--- src/rtl/codec_regif_pkg.sv ---
package codec_regif_pkg;

    typedef enum logic [1:0] {
        MAP_BASE = 2'd0,
        MAP_WIDE = 2'd1,
        MAP_EXT  = 2'd2
    } map_mode_e;

    typedef enum logic [1:0] {
        BUS_IDLE   = 2'd0,
        BUS_READ   = 2'd1,
        BUS_WLOW   = 2'd2,
        BUS_COMMIT = 2'd3
    } bus_state_e;

    localparam logic [1:0] OFF_INDEX  = 2'd0;
    localparam logic [1:0] OFF_DATA   = 2'd1;
    localparam logic [1:0] OFF_STAT   = 2'd2;
    localparam logic [1:0] OFF_DIRECT = 2'd3;

    localparam int MODE_REG_IDX   = 12;
    localparam int WIN_REG_IDX    = 23;
    localparam int MODE_FIELD_LSB = 6;
    localparam int WIN_ARM_BIT    = 7;

    // registers 24, 28, 30, 31 are cleared when falling back to the base map
    localparam logic [31:0] CLR_ON_BASE = 32'hD100_0000;

    function automatic map_mode_e decode_map(input logic [1:0] fld);
        map_mode_e m;
        unique case (fld)
            2'b10:   m = MAP_WIDE;
            2'b11:   m = MAP_EXT;
            default: m = MAP_BASE;
        endcase
        return m;
    endfunction

endpackage

--- src/rtl/codec_regif_bus_fsm.sv ---
module codec_regif_bus_fsm
    import codec_regif_pkg::*;
#(
    parameter int ADDR_W = 10,
    parameter int DATA_W = 8
) (
    input  logic              clk,
    input  logic              rst_n,
    input  logic [ADDR_W-1:0] bus_addr,
    input  logic [ADDR_W-1:0] base_addr,
    input  logic              aen,
    input  logic              rd_n,
    input  logic              wr_n,
    input  logic [DATA_W-1:0] wdata,
    output logic              drive_en,
    output logic [1:0]        cur_off,
    output logic              commit,
    output logic              rd_done,
    output logic [DATA_W-1:0] wr_val
);

    localparam logic [ADDR_W-1:0] SLOT_MASK = ~ADDR_W'(3);

    bus_state_e        st_q, st_d;
    logic [1:0]        off_q;
    logic [DATA_W-1:0] data_q;
    logic              addr_hit;
    logic [ADDR_W-1:0] addr_diff;

    assign addr_diff = (bus_addr ^ base_addr) & SLOT_MASK;
    assign addr_hit  = !aen && (addr_diff == '0);

    // next-state
    always_comb begin
        st_d = st_q;
        unique case (st_q)
            BUS_IDLE: begin
                if (addr_hit && !rd_n)      st_d = BUS_READ;
                else if (addr_hit && !wr_n) st_d = BUS_WLOW;
            end
            BUS_READ:   if (rd_n) st_d = BUS_IDLE;
            BUS_WLOW:   if (wr_n) st_d = BUS_COMMIT;
            BUS_COMMIT: st_d = BUS_IDLE;
            default:    st_d = BUS_IDLE;
        endcase
    end

    // state register
    always_ff @(posedge clk or negedge rst_n) begin
        if (!rst_n) st_q <= BUS_IDLE;
        else        st_q <= st_d;
    end

    // offset and write-data capture
    always_ff @(posedge clk or negedge rst_n) begin
        if (!rst_n) begin
            off_q  <= '0;
            data_q <= '0;
        end else begin
            if (st_q == BUS_IDLE && addr_hit && (!rd_n || !wr_n))
                off_q <= bus_addr[1:0];
            if ((st_q == BUS_IDLE && addr_hit && rd_n && !wr_n) ||
                (st_q == BUS_WLOW && !wr_n))
                data_q <= wdata;
        end
    end

    // outputs
    always_comb begin
        drive_en = 1'b0;
        commit   = 1'b0;
        rd_done  = 1'b0;
        unique case (st_q)
            BUS_READ: begin
                drive_en = 1'b1;
                rd_done  = rd_n;
            end
            BUS_COMMIT: commit = 1'b1;
            default: ;
        endcase
    end

    assign cur_off = off_q;
    assign wr_val  = data_q;

endmodule

--- src/rtl/codec_regif_bank.sv ---
module codec_regif_bank
    import codec_regif_pkg::*;
#(
    parameter int DATA_W = 8,
    parameter int N_IDX  = 32,
    parameter int N_X    = 32,
    parameter int IDX_W  = $clog2(N_IDX),
    parameter int XSEL_W = $clog2(N_X)
) (
    input  logic              clk,
    input  logic              rst_n,
    input  logic              commit,
    input  logic [1:0]        off,
    input  logic [DATA_W-1:0] wr_val,
    input  logic              redirect,
    output logic [DATA_W-1:0] rd_val,
    output map_mode_e         mode,
    output logic [IDX_W-1:0]  eff_idx,
    output logic [XSEL_W-1:0] win_sel
);

    localparam int BASE_W = IDX_W - 1;

    logic [DATA_W-1:0] index_q, stat_q, direct_q;
    logic [DATA_W-1:0] ireg_q [N_IDX];
    logic              dp_wr, leaving;

    assign mode    = decode_map(ireg_q[MODE_REG_IDX][MODE_FIELD_LSB +: 2]);
    assign eff_idx = (mode == MAP_BASE) ? {1'b0, index_q[BASE_W-1:0]}
                                        : index_q[IDX_W-1:0];
    assign win_sel = ireg_q[WIN_REG_IDX][XSEL_W-1:0];

    assign dp_wr   = commit && (off == OFF_DATA) && !redirect;
    assign leaving = dp_wr && (eff_idx == IDX_W'(MODE_REG_IDX)) && (mode != MAP_BASE) &&
                     (decode_map(wr_val[MODE_FIELD_LSB +: 2]) == MAP_BASE);

    always_ff @(posedge clk or negedge rst_n) begin
        if (!rst_n) begin
            index_q  <= '0;
            stat_q   <= '0;
            direct_q <= '0;
            for (int i = 0; i < N_IDX; i++) ireg_q[i] <= '0;
        end else begin
            if (commit && off == OFF_INDEX)  index_q  <= wr_val;
            if (commit && off == OFF_STAT)   stat_q   <= wr_val;
            if (commit && off == OFF_DIRECT) direct_q <= wr_val;
            for (int i = 0; i < N_IDX; i++) begin
                if (dp_wr && eff_idx == IDX_W'(i))
                    ireg_q[i] <= wr_val;
                else if (leaving && CLR_ON_BASE[i])
                    ireg_q[i] <= '0;
            end
        end
    end

    always_comb begin
        unique case (off)
            OFF_INDEX: rd_val = index_q;
            OFF_DATA:  rd_val = ireg_q[eff_idx];
            OFF_STAT:  rd_val = stat_q;
            default:   rd_val = direct_q;
        endcase
    end

endmodule

--- src/rtl/codec_regif_xwin.sv ---
module codec_regif_xwin
    import codec_regif_pkg::*;
#(
    parameter int DATA_W = 8,
    parameter int N_X    = 32,
    parameter int IDX_W  = 5,
    parameter int XSEL_W = $clog2(N_X)
) (
    input  logic              clk,
    input  logic              rst_n,
    input  map_mode_e         mode,
    input  logic              commit,
    input  logic              rd_done,
    input  logic [1:0]        off,
    input  logic [DATA_W-1:0] wr_val,
    input  logic [IDX_W-1:0]  eff_idx,
    input  logic [XSEL_W-1:0] win_sel,
    output logic              armed,
    output logic [DATA_W-1:0] x_rd
);

    logic [DATA_W-1:0] xreg_q [N_X];
    logic              arm_q, dp_commit, dp_rd_end, arm_set;

    assign dp_commit = commit && (off == OFF_DATA);
    assign dp_rd_end = rd_done && (off == OFF_DATA);
    assign arm_set   = dp_commit && !arm_q && (mode == MAP_EXT) &&
                       (eff_idx == IDX_W'(WIN_REG_IDX)) && wr_val[WIN_ARM_BIT];

    always_ff @(posedge clk or negedge rst_n) begin
        if (!rst_n) begin
            arm_q <= 1'b0;
            for (int i = 0; i < N_X; i++) xreg_q[i] <= '0;
        end else begin
            if (arm_set)
                arm_q <= 1'b1;
            else if (arm_q && (dp_commit || dp_rd_end))
                arm_q <= 1'b0;
            if (arm_q && dp_commit)
                xreg_q[win_sel] <= wr_val;
        end
    end

    assign armed = arm_q;
    assign x_rd  = xreg_q[win_sel];

endmodule

--- src/rtl/codec_regif.sv ---
module codec_regif
    import codec_regif_pkg::*;
#(
    parameter int ADDR_W = 10,
    parameter int DATA_W = 8,
    parameter int N_IDX  = 32,
    parameter int N_X    = 32
) (
    input  logic              clk,
    input  logic              rst_n,
    input  logic [ADDR_W-1:0] bus_addr,
    input  logic [ADDR_W-1:0] base_addr,
    input  logic              aen,
    input  logic              rd_n,
    input  logic              wr_n,
    input  logic [DATA_W-1:0] wdata,
    output logic [DATA_W-1:0] rdata,
    output logic              rdata_oe
);

    localparam int IDX_W  = $clog2(N_IDX);
    localparam int XSEL_W = $clog2(N_X);

    logic              drive_en, commit_w, rd_done_w, armed_w;
    logic [1:0]        cur_off;
    logic [DATA_W-1:0] wr_val, bank_rd, x_rd;
    logic [IDX_W-1:0]  eff_idx;
    logic [XSEL_W-1:0] win_sel;
    map_mode_e         mode_w;

    codec_regif_bus_fsm #(.ADDR_W(ADDR_W), .DATA_W(DATA_W)) u_fsm (
        .clk(clk), .rst_n(rst_n), .bus_addr(bus_addr), .base_addr(base_addr),
        .aen(aen), .rd_n(rd_n), .wr_n(wr_n), .wdata(wdata),
        .drive_en(drive_en), .cur_off(cur_off), .commit(commit_w),
        .rd_done(rd_done_w), .wr_val(wr_val)
    );

    codec_regif_bank #(.DATA_W(DATA_W), .N_IDX(N_IDX), .N_X(N_X)) u_bank (
        .clk(clk), .rst_n(rst_n), .commit(commit_w), .off(cur_off),
        .wr_val(wr_val), .redirect(armed_w), .rd_val(bank_rd),
        .mode(mode_w), .eff_idx(eff_idx), .win_sel(win_sel)
    );

    codec_regif_xwin #(.DATA_W(DATA_W), .N_X(N_X), .IDX_W(IDX_W)) u_xwin (
        .clk(clk), .rst_n(rst_n), .mode(mode_w), .commit(commit_w),
        .rd_done(rd_done_w), .off(cur_off), .wr_val(wr_val),
        .eff_idx(eff_idx), .win_sel(win_sel), .armed(armed_w), .x_rd(x_rd)
    );

    assign rdata_oe = drive_en;
    assign rdata    = !drive_en ? '0 :
                      (cur_off == OFF_DATA && armed_w) ? x_rd : bank_rd;

endmodule

--- config.mk ---
export PLATFORM = sky130hd
export DESIGN_NAME = codec_regif
export DESIGN_NICKNAME = d
export VERILOG_FILES = /design/src/rtl/codec_regif_pkg.sv /design/src/rtl/codec_regif_bus_fsm.sv /design/src/rtl/codec_regif_bank.sv /design/src/rtl/codec_regif_xwin.sv /design/src/rtl/codec_regif.sv
export SDC_FILE = /design/constraint.sdc
export NUM_CORES = 1
export LEC_CHECK = 0
export BUFFER_PORTS_ARGS = -buffer_cell sky130_fd_sc_hd__buf_2
export CAP_MARGIN = 20
export CORE_ASPECT_RATIO = 1.1
export CORE_MARGIN = 5
export CORE_UTILIZATION = 44
export CTS_CLUSTER_DIAMETER = 120
export CTS_CLUSTER_SIZE = 12
export DETAILED_ROUTE_END_ITERATION = 12
export PLACE_DENSITY = 0.58
export SLEW_MARGIN = 5
export SYNTH_ARGS = -nofsm -noshare
export SYNTH_HDL_FRONTEND = slang
export SYNTH_HIERARCHICAL = 1
export SYNTH_SLANG_ARGS = --single-unit
--- constraint.sdc ---
create_clock -name clk -period 5.49 [get_ports clk]
set_input_delay 1.647 -clock clk [delete_from_list [all_inputs] [get_ports clk]]
set_output_delay 1.647 -clock clk [all_outputs]
set_load 0.005 [all_outputs]
==> impl_metrics.env <==
export IMPL_critPathLaunch="u_bank/win_sel[2]"
export IMPL_post_route_period_util=0.961
export IMPL_slew_headroom=0.213
export IMPL_required_ns=3.84
export IMPL_rows=93
export IMPL_clock_path_buffers=3
export IMPL_status="finished, final reports clean"
export IMPL_areaGrowthSynthToFinish_pct=8.50
export IMPL_r2r_end="u_bank/ireg_q[108]"
export IMPL_fmax_ghz=0.190
export IMPL_place_congestion=0.815
export IMPL_hold_violations=0
export IMPL_synth_top_family_by_area="multiplexers"
export IMPL_ant_nets=0
export IMPL_power_density_nw_per_um2=323
export IMPL_first_pass_iters=7
export IMPL_antenna_found_initial=0
export IMPL_port_buffers=39
export IMPL_die_x_um=242
export IMPL_grtUsageTotal=0.198
export IMPL_synthTopCellsByArea="dfrtp_1, mux2_2, mux2_1, mux2i_1, mux4_2"
export IMPL_syn_area_um2=26100
export IMPL_netlist_instances=1870
export IMPL_cts_inserted_buffers=51
export IMPL_drc=0
export IMPL_crit_reg2reg_launch="u_bank/index_q[1]"
export IMPL_dp_hpwl_mm=40.0
export IMPL_ys_types=69
export IMPL_core_um2=58600
export IMPL_synth_adder_area_share=0
export IMPL_first_global_vias=16300
export IMPL_path_clk_slew_ns=0.06
export IMPL_busiest_layer="met2"
export IMPL_die_area_um2=64200
export IMPL_syn_area_per_cell_um2=13.9
export IMPL_ios=42
export IMPL_synth_top_area_cell="dfrtp_1"
export IMPL_cts_tree="done"
export IMPL_ys_warn_count=6
export IMPL_drt_total_wl_mm=64.0
export IMPL_ys_flop_type="dfrtp_1"
export IMPL_critPathMaxFanout=24
export IMPL_drtIter0Drc=1149
export IMPL_pre_cts_ws_ns=0.655
export IMPL_fillers=5223
export IMPL_internal_power_mw=6.26
export IMPL_power_clock_fraction=0.342
export IMPL_post_synth_top_count_cell="dfrtp_1"
export IMPL_synth_commonest_cells="dfrtp_1, mux2_2, mux2_1, mux2i_1, clkbuf_1"
export IMPL_p_leak_nw=13.1
export IMPL_start_util=0.444
export IMPL_vias_per_cell=5.85
export IMPL_rr_worst_depth=4
export IMPL_power_frac_comb=0.176
export IMPL_setup_violations=0
export IMPL_yosysSeqAreaShare=0.527
export IMPL_endpoint="rdata[1]"
export IMPL_fin_util=0.482
export IMPL_startpoint_type="register"
export IMPL_async_reset_ff_frac=1.00
export IMPL_cts_sinks=549
export IMPL_syn_nets=1903
export IMPL_hold_class="reg -> reg"
export IMPL_muxShareOfSynthArea=0.339
export IMPL_tightest_slew_ns=1.18
export IMPL_final_nets=1889
export IMPL_criticalPathCategory="reg -> out"
export IMPL_routedWlPerCell_um=24.4
export IMPL_p_sw_mw=2.86
export IMPL_timing_max_cap_violations=0
export IMPL_period_minus_slack_ns=5.28
export IMPL_layout_setup_ws_ns=0.214
export IMPL_grt_max_degree=177
export IMPL_synth_compound_gate_area_share=0.0438
export IMPL_diodes=0
export IMPL_dieHeight_um=265
export IMPL_gr_usage_met2=0.320
export IMPL_gr_usage_met1=0.285
export IMPL_rsz0062_at_grt="no"
export IMPL_grtUsageMet3=0.0249
export IMPL_finalClockSkew_ns=0.0184
export IMPL_cts_resized_gates=0
export IMPL_vias=15300
export IMPL_grt_pass1_wl_mm=100
export IMPL_cts_htree_levels=2
export IMPL_yosys_register_bits=549
export IMPL_tns_ns=0
export IMPL_clk_latency_ns=0.59
export IMPL_post_cts_buffers=1
export IMPL_peakVddDrop_mv=0.244
export IMPL_crit_arrival_ns=3.63
export IMPL_gr_total_overflow=0
export IMPL_synthXorXnorAreaFrac=0.00235
export IMPL_ff2ff_setup_slack_ns=1.96
export IMPL_clockRootBuffer="clkbuf_16"
export IMPL_crit_path_end_kind="output port"
export IMPL_yosysTopAreaCellShare=0.527
export IMPL_layout_drive_gt1_share=0.298
export IMPL_seqPwrFrac=0.483
export IMPL_netSwitchingFraction=0.313
export IMPL_synth_simple_area_share=0.0571
export IMPL_synth_edf_count=0
export IMPL_finalMaxSlewViolations=0
export IMPL_postCtsHoldBufs=0
==> power groups by stage <==
stage               sequential [mW]  combinational [mW]  clock, mW
global placement               4.51                1.53          0
detailed placement             4.52                1.56          0
finish                         4.40                1.60       3.12
global route                   4.43                1.71       3.39
floorplan                      4.24                1.13          0
CTS                            4.41                1.62       3.23
==> through the flow <==
step | hold WS [ns] | total power, mW | instance area, um^2 | instances
after floorplan | 0.457 | 5.37 | 26100 | 1870
after CTS | 0.487 | 9.26 | 28300 | 2621
after detailed placement | 0.474 | 6.08 | 26900 | 2562
final | 0.484 | 9.12 | 28300 | 2621
after global routing | 0.499 | 9.53 | 28300 | 2621
after global placement | 0.468 | 6.04 | 26900 | 2561
==> state kept, by name, summed over array words and instances (netlist names), 2 cells and up <==
name	count
u_bank/direct_q	8
u_bank/index_q	8
u_bank/win_sel	5
u_fsm/st_q	2
u_fsm/wr_val	8
u_xwin/xreg_q	256
u_bank/ireg_q	251
u_fsm/cur_off	2
u_bank/stat_q	8
==> final cells by class <==
class	count	area [um^2]	area share
clock buffers	57	1340	0.0475
clock inverters	1	5.00	0.000177
inverters	21	78.8	0.00279
multi-input cells	1151	11500	0.407
flip-flops and latches	549	13800	0.487
well taps	760	951	0.0336
repair buffers	82	619	0.0219
==> worst max-delay path: stages (launching register included) <==
cell and delay (ns):
dfrtp_1 0.70, buf_4 0.32, or4b_1 0.68, o22ai_1 0.33, nor4_1 0.11, buf_4 0.17, nand2_1 0.10, nand2_1 0.06
mux2i_1 0.38, buf_2 0.20
==> per-layer routing <==
| layer | share of wire | wire length, um |
|---|---|---|
| met3 | 0.037 | 2380 |
| met4 | 0.026 | 1660 |
| met5 | 0 | 0 |
| met1 | 0.46 | 29700 |
| met2 | 0.47 | 30300 |
==> kinds of logic after synthesis <==
kind of cell              after synthesis
AOI/OAI and AO/OA                     158
xor gates and xnor gates                7
buffers and inverters                 170
DFF                                   549
muxes                                 751
and+or+nand+nor                       235
==> layout by cell type, fill, tap and decap left out, drive strengths merged, types with 8 or more instances in the layout <==
| master | n |
|---|---|
| clkbuf | 57 |
| o22ai | 64 |
| o21ai | 24 |
| mux2 | 528 |
| buf | 82 |
| inv | 21 |
| o221ai | 9 |
| nor2 | 31 |
| dfrtp | 549 |
| mux4 | 48 |
| o31ai | 8 |
| nand2 | 78 |
| nor4 | 19 |
| a221oi | 9 |
| mux2i | 175 |
| a21oi | 10 |
| a22o | 16 |
| nor2b | 11 |
| nor3 | 9 |
| and2 | 11 |
| nand3 | 28 |
==> how the worst min path moves through the flow <==
stage          depth (start not counted)                  to  slack, ns                from
6_report                               1  u_bank/ireg_q[209]       0.48  u_bank/ireg_q[209]
5_1_grt                                1  u_bank/ireg_q[177]       0.50  u_bank/ireg_q[177]
4_1_cts                                1  u_xwin/xreg_q[148]       0.49  u_xwin/xreg_q[148]
3_5_place_dp                           1  u_xwin/xreg_q[148]       0.47  u_xwin/xreg_q[148]
3_3_place_gp                           1  u_bank/ireg_q[208]       0.47  u_bank/ireg_q[208]
2_1_floorplan                          1   u_bank/ireg_q[52]       0.46   u_bank/ireg_q[52]
(Power assumes the default switching activity.)
